$ cat config.mk
export PLATFORM = sky130hd
export DESIGN_NAME = capcmp_channel
export DESIGN_NICKNAME = d
export VERILOG_FILES = /design/src/rtl/capcmp_channel.sv
export SDC_FILE = /design/constraint.sdc
export NUM_CORES = 1
export LEC_CHECK = 0
export BUFFER_PORTS_ARGS = -buffer_cell sky130_fd_sc_hd__buf_2
export CORE_ASPECT_RATIO = 1.4
export CORE_UTILIZATION = 25
export DETAILED_ROUTE_END_ITERATION = 8
export SETUP_SLACK_MARGIN = 0.3
export SYNTH_ARGS = -nofsm -noshare
export SYNTH_HDL_FRONTEND = slang
export SYNTH_SLANG_ARGS = --single-unit
$ cat constraint.sdc
create_clock -name clk -period 2.4 [get_ports clk]
set_input_delay 0.24 -clock clk [delete_from_list [all_inputs] [get_ports clk]]
set_output_delay 0.24 -clock clk [all_outputs]
set_load 0.1 [all_outputs]
$ cat src/rtl/capcmp_channel.sv
module capcmp_channel #(
  parameter int CW = 16,
  parameter int MW = 7
) (
  input  logic          clk,
  input  logic          rst_n,
  input  logic [CW-1:0] tb_count,
  input  logic          tb_tick,
  input  logic          mode_wr,
  input  logic [MW-1:0] mode_wdata,
  input  logic          reg_wr,
  input  logic [CW-1:0] reg_wdata,
  input  logic          flag_clr,
  input  logic          pin_in,
  output logic          pin_out,
  output logic [MW-1:0] mode_rd,
  output logic [CW-1:0] reg_rd,
  output logic          flag,
  output logic          irq
);
  localparam int HW = CW / 2;
  localparam int B_IE = 0, B_PWM = 1, B_TOG = 2, B_MAT = 3, B_CN = 4, B_CP = 5, B_CMP = 6;

  logic [MW-1:0] mode_q;
  logic [CW-1:0] ccr_q;
  logic [HW-1:0] duty_lo;
  logic [2:0]    sync_q;
  logic          flag_q, tog_q;

  wire rise    = sync_q[1] & ~sync_q[2];
  wire fall    = ~sync_q[1] & sync_q[2];
  wire cap_evt = (rise & mode_q[B_CP]) | (fall & mode_q[B_CN]);
  wire match   = mode_q[B_CMP] & tb_tick & (tb_count == ccr_q);
  wire pwm_on  = mode_q[B_CMP] & mode_q[B_PWM];
  wire wrap    = tb_tick & (&tb_count[HW-1:0]);

  always_ff @(posedge clk or negedge rst_n) begin
    if (!rst_n) begin
      mode_q  <= '0;
      ccr_q   <= '0;
      duty_lo <= '0;
      sync_q  <= '0;
      flag_q  <= 1'b0;
      tog_q   <= 1'b0;
    end else begin
      sync_q <= {sync_q[1:0], pin_in};
      if (mode_wr) mode_q <= mode_wdata;
      if (cap_evt)     ccr_q <= tb_count;
      else if (reg_wr) ccr_q <= reg_wdata;
      if (cap_evt | (match & mode_q[B_MAT])) flag_q <= 1'b1;
      else if (flag_clr)                     flag_q <= 1'b0;
      if (match & mode_q[B_TOG] & ~pwm_on) tog_q <= ~tog_q;
      if (wrap) duty_lo <= ccr_q[CW-1:HW];
    end
  end

  assign pin_out = pwm_on ? (tb_count[HW-1:0] >= duty_lo) : tog_q;
  assign mode_rd = mode_q;
  assign reg_rd  = ccr_q;
  assign flag    = flag_q;
  assign irq     = flag_q & mode_q[B_IE];
endmodule

After elaboration in Yosys (flattened, before gate mapping)
Index checks and enable logic that the tools add are counted.
{"block": "classes", "add_sub_neg": 0, "n_mul": 0, "div": 0, "n_lt_le_gt_ge": 1, "n_eq_ne": 1, "shifts": 0, "muxes": 5, "bitwise": 18, "n_reduce_logical": 3}
{"op": "16-bit two-way mux", "count": 2}
{"op": "16-bit == test", "count": 1}
{"op": "1-bit AND", "count": 12}
{"op": "8-bit greater-or-equal comparator", "count": 1}
{"op": "8-bit AND reduction", "count": 1}
{"op": "1-bit inverter", "count": 4}
{"op": "2-bit nonzero test", "count": 2}
{"op": "1-bit two-way mux", "count": 3}
{"op": "1-bit bitwise OR", "count": 2}
{"block": "word_totals", "regBits": 36, "latch_bits": 0, "ram_bits": 0, "rom_bits": 0, "in_bits": 46, "word_cells": 34, "memories": 0}

Depth between registers and ports, before layout
Gate-level depths: netlist of run 1.
{"block": "depth", "depth_word": 6, "depth_mapped": 7}

Worst setup path before layout of run 1
Ideal clock, no wire load.
{"block": "synth_timing", "kind": "flip-flop to output port", "from": "register duty_lo[0]", "to": "output pin_out", "arrival_ns": 2.691, "t_required_ns": 2.160, "slack_ns": -0.531, "stages_incl_launch_ff": 7, "path_buffers": 0, "path_cell_list": "dfrtp_1 > ha_1 > nand2b_1 > a21o_1 > a211oi_1 > or3_1 > a31oi_1"}
{"block": "synth_between", "elab_chain_cells": 2}
{"element": "start: declaration", "line": "26", "text": "logic [HW-1:0] duty_lo;"}
{"element": "start signal: assignment", "line": "53", "text": "if (wrap) duty_lo <= ccr_q[CW-1:HW];"}
{"element": "8-bit greater-or-equal comparator", "line": "57", "text": "assign pin_out = pwm_on ? (tb_count[HW-1:0] >= duty_lo) : tog_q;"}
{"element": "1-bit two-way mux", "line": "57"}
{"element": "end: declaration", "line": "15", "text": "output logic pin_out,"}
No other way between the ends.

Worst setup path in the final report of run 1
Same ends and word-level chain as after synthesis.

==> summary.md, run 1 <==
| Metric | Value |
|---|---|
| Share of cells above drive strength 1 | 36.1% |
| Port bufs | 71 |
| Switching fraction of total power | 45.2% |
| Reg2reg end | tog_q |
| CTS Hold Bufs | 0 |
| CP max-delay cell | dfrtp_1 |
| WP buf/inv | 1 |
| Worst path required time | 2.16 ns |
| Num ports | 72 |
| Slew Limit Fails | 0 |
| Xor-xnor portion of the synthesized cell area | 8.06% |
| Setup crit start kind | register |
| CTS H-tree depth | 2 |
| Skew final | 0.00332 ns |
| Max Buffers Root-to-Sink | 2 |
| Worst-path cell chain | ha_1 -> nand2b_1 -> a21o_1 -> a211oi_1 -> or3_1 -> a31oi_4 -> buf_12 |
| Wire per inst | 13.3 um |
| Cell count of the worst reg-to-reg path | 5 |
| Largest net degree at the start of global routing | 37 |
| RD Place Congestion | 0.850 |
| Vias in the first global route | 1487 |
| Post-DRT Antenna Nets | 0 |
| Compound-cell area share of the yosys netlist | 9.00% |
| Nets | 305 |
| Worst-path clk slew | 0.07 ns |
| Mean Syn Cell Area | 10.4 um2 |
| Commonest non-fill, non-tap cell in the layout | buf_2 |
| Vias post-DR | 1499 |
| Max incr delay on CP | 0.38 ns |
| Area growth, synth to finish | 31.6% |
| Gate Count Post-Synth | 178 |
| Final setup violation count | 0 |
| Top cell type's share of synthesized area | 48.7% |
| CTS root buf | clkbuf_8 |
| Cell variety after synth | 28 |
| Share of power burned in the clock network | 22.7% |
| Overflow after GRT | 0 |
| Leakage power | 1.21 nW |
| Seq pwr share | 37.8% |
| Crit path max-delay family | simple AND/OR/NAND/NOR gates |
| Total chip power | 1.97 mW |
| Post-synthesis sequential area ratio | 48.7% |
| Slew HR | 44.3% |
| Syn. warnings | 0 |
| Worst setup path class | register to output pin |
| Simple-Gate Fraction of Synth Area | 11.8% |
| Arr. time, crit path | 1.92 ns |
| Critical Path End Type | output pin |
| CTS tree | done |
| Fin crit period | 2.16 ns |
| Unrepaired setup endpoints after global routing | true |
| Detailed Route Iter0 Violations | 84 |
| Aggregate routed wire length | 4630 um |
| Comb pwr share | 39.6% |
| Overall Global Routing Usage | 13.0% |
| Critical Path Fanout Max | 2 |
| Most frequent cells in the layout | 70 x buf_2, 36 x dfrtp_1, 27 x nand2_1, 24 x o21ai_0 |
| DP Wirelength | 3520 um |
| Power per cell area | 809 nW/um2 |
| Core Area | 7070 um2 |
| Ant diodes | 0 |
| Seq cells post-synth | 36 |
| Initial core utilization | 26.1% |
| FF-to-FF Start | reg_rd[12] |
| First-pass GRT wire length | 7440 um |
| Sw Pwr | 0.890 mW |
| Main combinational cell family by area after synthesis | multiplexers |
| Internal Power | 1.08 mW |
| Peak supply drop | 0.327 mV |
| Final worst-path cycle share | 90.0% |
| Residual DRC | 0 |
| Worst Setup SP | duty_lo[0] |
| Die Area | 7750 um2 |
| Max frequency | 463 MHz |
| Clock latency on the worst-skew pair | 0.28 ns |
| Slew @ Worst Pin | 0.836 ns |
| Multiplexer share of the synthesized area | 13.5% |
| Clk sinks | 36 |
| Syn Nets | 232 |
| Die Span Y | 104 um |
| Total negative slack | 0 ns |
| Final Hold Fails | 0 |
| Area contributors post-synth | dfrtp_1 49%, mux2i_1 8.7%, xor2_1 7.6%, o21ai_0 6.5%, nand2_1 5.5% |
| Via density | 4.32 |
| Flop2flop setup slack | 0.80 ns |
| Row cnt | 36 |
| TritonRoute pass-1 iters | 4 |
| Maxcap violations | 0 |
| Die outline width | 74.7 um |
| Cts bufs inserted | 5 |
| Cell area after synthesis | 1850 um2 |
| Hold crit path type | input port to async pin |
| Fillers | 754 |
| Status | complete, no violations |
| Initial antenna violation count | 0 |
| Synth Area in Adders | 5.42% |
| Area leader, netlist | dfrtp_1 |
## synthesized netlist by cell type
master	n
dfrtp_1	36
nand2_1	27
o21ai_0	24
mux2i_1	16
xor2_1	16
inv_1	9
ha_1	8
mux2_2	8
clkbuf_1	4
buf_2	3
nand4_1	3
nor2_1	3
nor4_1	3
a21oi_1	2
nand3_1	2
nor3_2	2
a211oi_1	1
a21o_1	1
a221o_1	1
a31oi_1	1
and2_1	1
nand2b_1	1
nand3b_1	1
nor2b_1	1
nor3_1	1
o21ai_1	1
or3_1	1
xnor2_1	1
## state kept, by name (all words and copies together) (netlist names)
register,flops
reg_rd,16
tog_q,1
flag,1
mode_rd,7
duty_lo,8
sync_q,3
## power by group through the flow
stage / sequential [mW] / clock (mW) / combinational, mW
after floorplan: 1.17 / 0 / 0.186
after global placement: 0.756 / 0 / 0.780
after detailed placement: 0.758 / 0 / 0.784
after CTS: 0.746 / 0.465 / 0.786
after global routing: 0.755 / 0.499 / 0.822
final: 0.743 / 0.446 / 0.778
## cells by family (layout without fill, tap and decap cells)
family / count (synthesis) / after routing
buffers and inverters: 16 / 90
AND/OR/NAND/NOR: 46 / 46
adder cells (fa/ha/maj): 8 / 8
flip-flops: 36 / 36
multiplexers: 24 / 24
AO/OA/AOI/OAI: 31 / 31
XOR/XNOR: 17 / 17
## layout make-up
type                       count  area (um2)  area share [%]
inverter                       9        33.8            1.39
sequential                    36         901            37.1
multi-input combinational    126         902            37.1
clock buffer                   8        90.1            3.71
tap                           95         119            4.89
timing repair buffer          73         385            15.9
## per-stage QoR
step                area (um2)  setup WS (ns)  util, %  hold WS (ns)  instances
finish                    2430          0.240     34.4        0.0535        347
global route              2430          0.140     34.4        0.0424        347
CTS                       2430          0.167     34.4        0.0483        347
detailed placement        2340          0.438     33.1         0.335        339
global placement          2340          0.455     33.1         0.336        339
floorplan                 1860          0.331        -       -0.0556        178
## layer usage
metal	part of all wire [%]	vias up	global-route usage (%)	wire, um
met5	0	-	0	0
met4	1.2	0	3.91	57
met3	6.1	6	3.40	281
met2	51	43	21.6	2360
met1	42	696	16.0	1930
li1	-	754	-	-
## how the worst max path moves through the flow
stage          cells after the start       to  slack [ns]
6_report                           7  pin_out        0.24
5_1_grt                            7  pin_out        0.14
4_1_cts                            7  pin_out        0.17
3_5_place_dp                       9  pin_out        0.44
3_3_place_gp                       9  pin_out        0.46
2_1_floorplan                      6  pin_out        0.33
## timing repair
action / CTS / global route
setup buffers: 0 / 0
gates resized for setup: 0 / 0
pin swaps: 3 / 1
endpoints found under the setup margin: 1 / 1
Power figures use the tool's default switching activity.
==> run 2, diff against run 1 <==
- SETUP_SLACK_MARGIN: 0.3 -> 0.1
==> run 2 against run 1 <==
Against the previous run:
- register-to-register slack hardly changed
- critical path type unchanged
- maximum frequency shrank 2.2%
- sequential power barely moved
- largest cell class unchanged
- highest routed layer unchanged
==> summary.md, run 2 (synthesis results as in run 1) <==
| Metric | Value |
|---|---|
| Status | complete, no violations |
| Die Span Y | 104 um (unchanged) |
| Max frequency | 453 MHz (-2.2%) |
| PostCTS Resize Cnt | 0 (unchanged) |
| CP max-delay cell | or3_1 |
| Clk sinks | 36 (unchanged) |
| Detailed Route Iter0 Violations | 84 (unchanged) |
| Flop2flop setup slack | 0.79 ns (about the same) |
| Row cnt | 36 (unchanged) |
| Num ports | 72 (unchanged) |
| Overflow after GRT | 0 (unchanged) |
| Final setup violation count | 0 (unchanged) |
| Skew final | 0.00307 ns (-0.000250 ns) |
| First-pass GRT wire length | 7440 um (unchanged) |
| Final worst-path cycle share | 92.0% (+2.0 points) |
| Slew HR | 44.1% (-0.16 points) |
| Core Area | 7070 um2 (unchanged) |
| Number of flip-flops under the largest register name | 16 (unchanged) |
| RD Place Congestion | 0.850 (unchanged) |
| Slew Limit Fails | 0 (unchanged) |
| CP endpoint | pin_out |
| Port bufs | 71 (unchanged) |
| CTS root buf | clkbuf_8 |
| Placed Cells | 339 (unchanged) |
| Arr. time, crit path | 1.97 ns (+0.05 ns) |
| Die Area | 7750 um2 (unchanged) |
| Aggregate routed wire length | 4640 um (+0.13%) |
| Area growth, synth to finish | 31.6% (unchanged) |
| Setup crit start kind | register |
| Via density | 4.32 (unchanged) |
| Max Buffers Root-to-Sink | 2 (unchanged) |
| Residual DRC | 0 (unchanged) |
| Hold crit path type | input port to async pin |
| Ant diodes | 0 (unchanged) |
| TritonRoute pass-1 iters | 4 (unchanged) |
| DP Wirelength | 3520 um (unchanged) |
| Unrepaired setup endpoints after global routing | false |
| Final non-filler cell total | 347 (unchanged) |
| CTS tree | done |
| FF-to-FF Start | reg_rd[12] |
| CTS H-tree depth | 2 (unchanged) |
| Initial antenna violation count | 0 (unchanged) |
| Wire per inst | 13.4 um (+0.13%) |
| Final Hold Fails | 0 (unchanged) |
| Reg2reg end | tog_q |
| Largest net degree at the start of global routing | 37 (unchanged) |
| Critical Path End Type | output pin |
| Fin crit period | 2.21 ns (+0.0482 ns) |
| Worst Setup SP | duty_lo[0] |
| Vias post-DR | 1499 (unchanged) |
| Commonest non-fill, non-tap cell in the layout | buf_2 |
| Leakage power | 1.21 nW (about the same) |
| Fillers | 754 (unchanged) |
| Slew @ Worst Pin | 0.838 ns (+0.00238 ns) |
| Final instance area | 2430 um2 (unchanged) |
| Clock latency on the worst-skew pair | 0.28 ns (about the same) |
| DP Area | 2340 um2 (unchanged) |
| Initial core utilization | 26.1% (unchanged) |
| Worst path required time | 2.16 ns (about the same) |
| Die outline width | 74.7 um (unchanged) |
| Maxcap violations | 0 (unchanged) |
| Worst-path cell chain | ha_1 -> nand2b_1 -> a21o_1 -> a211oi_1 -> or3_1 -> a31oi_4 -> buf_12 |
| Total negative slack | 0 ns (unchanged) |
| Cts bufs inserted | 5 (unchanged) |
| Share of cells above drive strength 1 | 36.1% (unchanged) |
| Most frequent cells in the layout | 70 x buf_2, 36 x dfrtp_1, 27 x nand2_1, 24 x o21ai_0 |
| Critical Path Fanout Max | 2 (unchanged) |
| Worst setup path class | register to output pin |
| Worst-path clk slew | 0.07 ns (about the same) |
| Cell count of the worst reg-to-reg path | 5 (unchanged) |
| Nets | 305 (unchanged) |
| Post-DRT Antenna Nets | 0 (unchanged) |
| Peak supply drop | 0.327 mV (about the same) |
| CTS Hold Bufs | 0 (unchanged) |
| Power per cell area | 809 nW/um2 (about the same) |
| Overall Global Routing Usage | 13.0% (unchanged) |
| Vias in the first global route | 1487 (unchanged) |
| Max incr delay on CP | 0.39 ns (about the same) |
| Post-CTS Setup Repair Bufs | 0 (unchanged) |
==> run 2: area by class of cell <==
class	instances	area [um2]	area share (%)
repair buffers	73	385	15.9
flip-flops and latches	36	901	37.1
well taps	95	119	4.89
multi-input cells	126	902	37.1
clock buffers	8	90.1	3.71
inverters	9	33.8	1.39
==> run 2: worst max-delay path: cells and delay by family, from the launching register on <==
family	cells	cell delay (ns)
compound gates	3	0.35
fa+ha+maj	1	0.27
buf+inv	1	0.19
flops	1	0.38
simple gates	2	0.49
==> run 2: per-layer routing <==
metal / track usage [%] / up-vias / routed length [um]
li1: - / 754 / -
met1: 16.0 / 696 / 1930
met2: 21.6 / 43 / 2360
met3: 3.40 / 6 / 281
met4: 3.91 / 0 / 57
met5: 0 / - / 0
==> run 2: stage by stage <==
step | hold WS, ns | setup WS [ns] | utilization, % | total power, mW
after floorplan | -0.0556 | 0.331 | - | 1.35
after global routing | 0.0424 | 0.105 | 34.4 | 2.07
after CTS | 0.0483 | 0.164 | 34.4 | 2.00
after global placement | 0.336 | 0.455 | 33.1 | 1.54
after detailed placement | 0.335 | 0.438 | 33.1 | 1.54
final | 0.0542 | 0.192 | 34.4 | 1.97
==> run 2: how the worst min path moves through the flow <==
| stage | to | cells past startpoint |
|---|---|---|
| after global routing | sync_q[0] | 1 |
| after CTS | sync_q[0] | 1 |
| after detailed placement | sync_q[1] | 0 |
| final | sync_q[0] | 1 |
| after global placement | sync_q[1] | 0 |
| after floorplan | duty_lo[0] | 0 |
==> run 2: report_power, final <==
| group | internal (mW) | leakage [nW] | switching (mW) |
|---|---|---|---|
| Sequential | 0.677 | 0.414 | 0.0658 |
| Clock | 0.234 | 0.0455 | 0.212 |
| Combinational | 0.166 | 0.747 | 0.612 |
| Total | 1.08 | 1.21 | 0.890 |
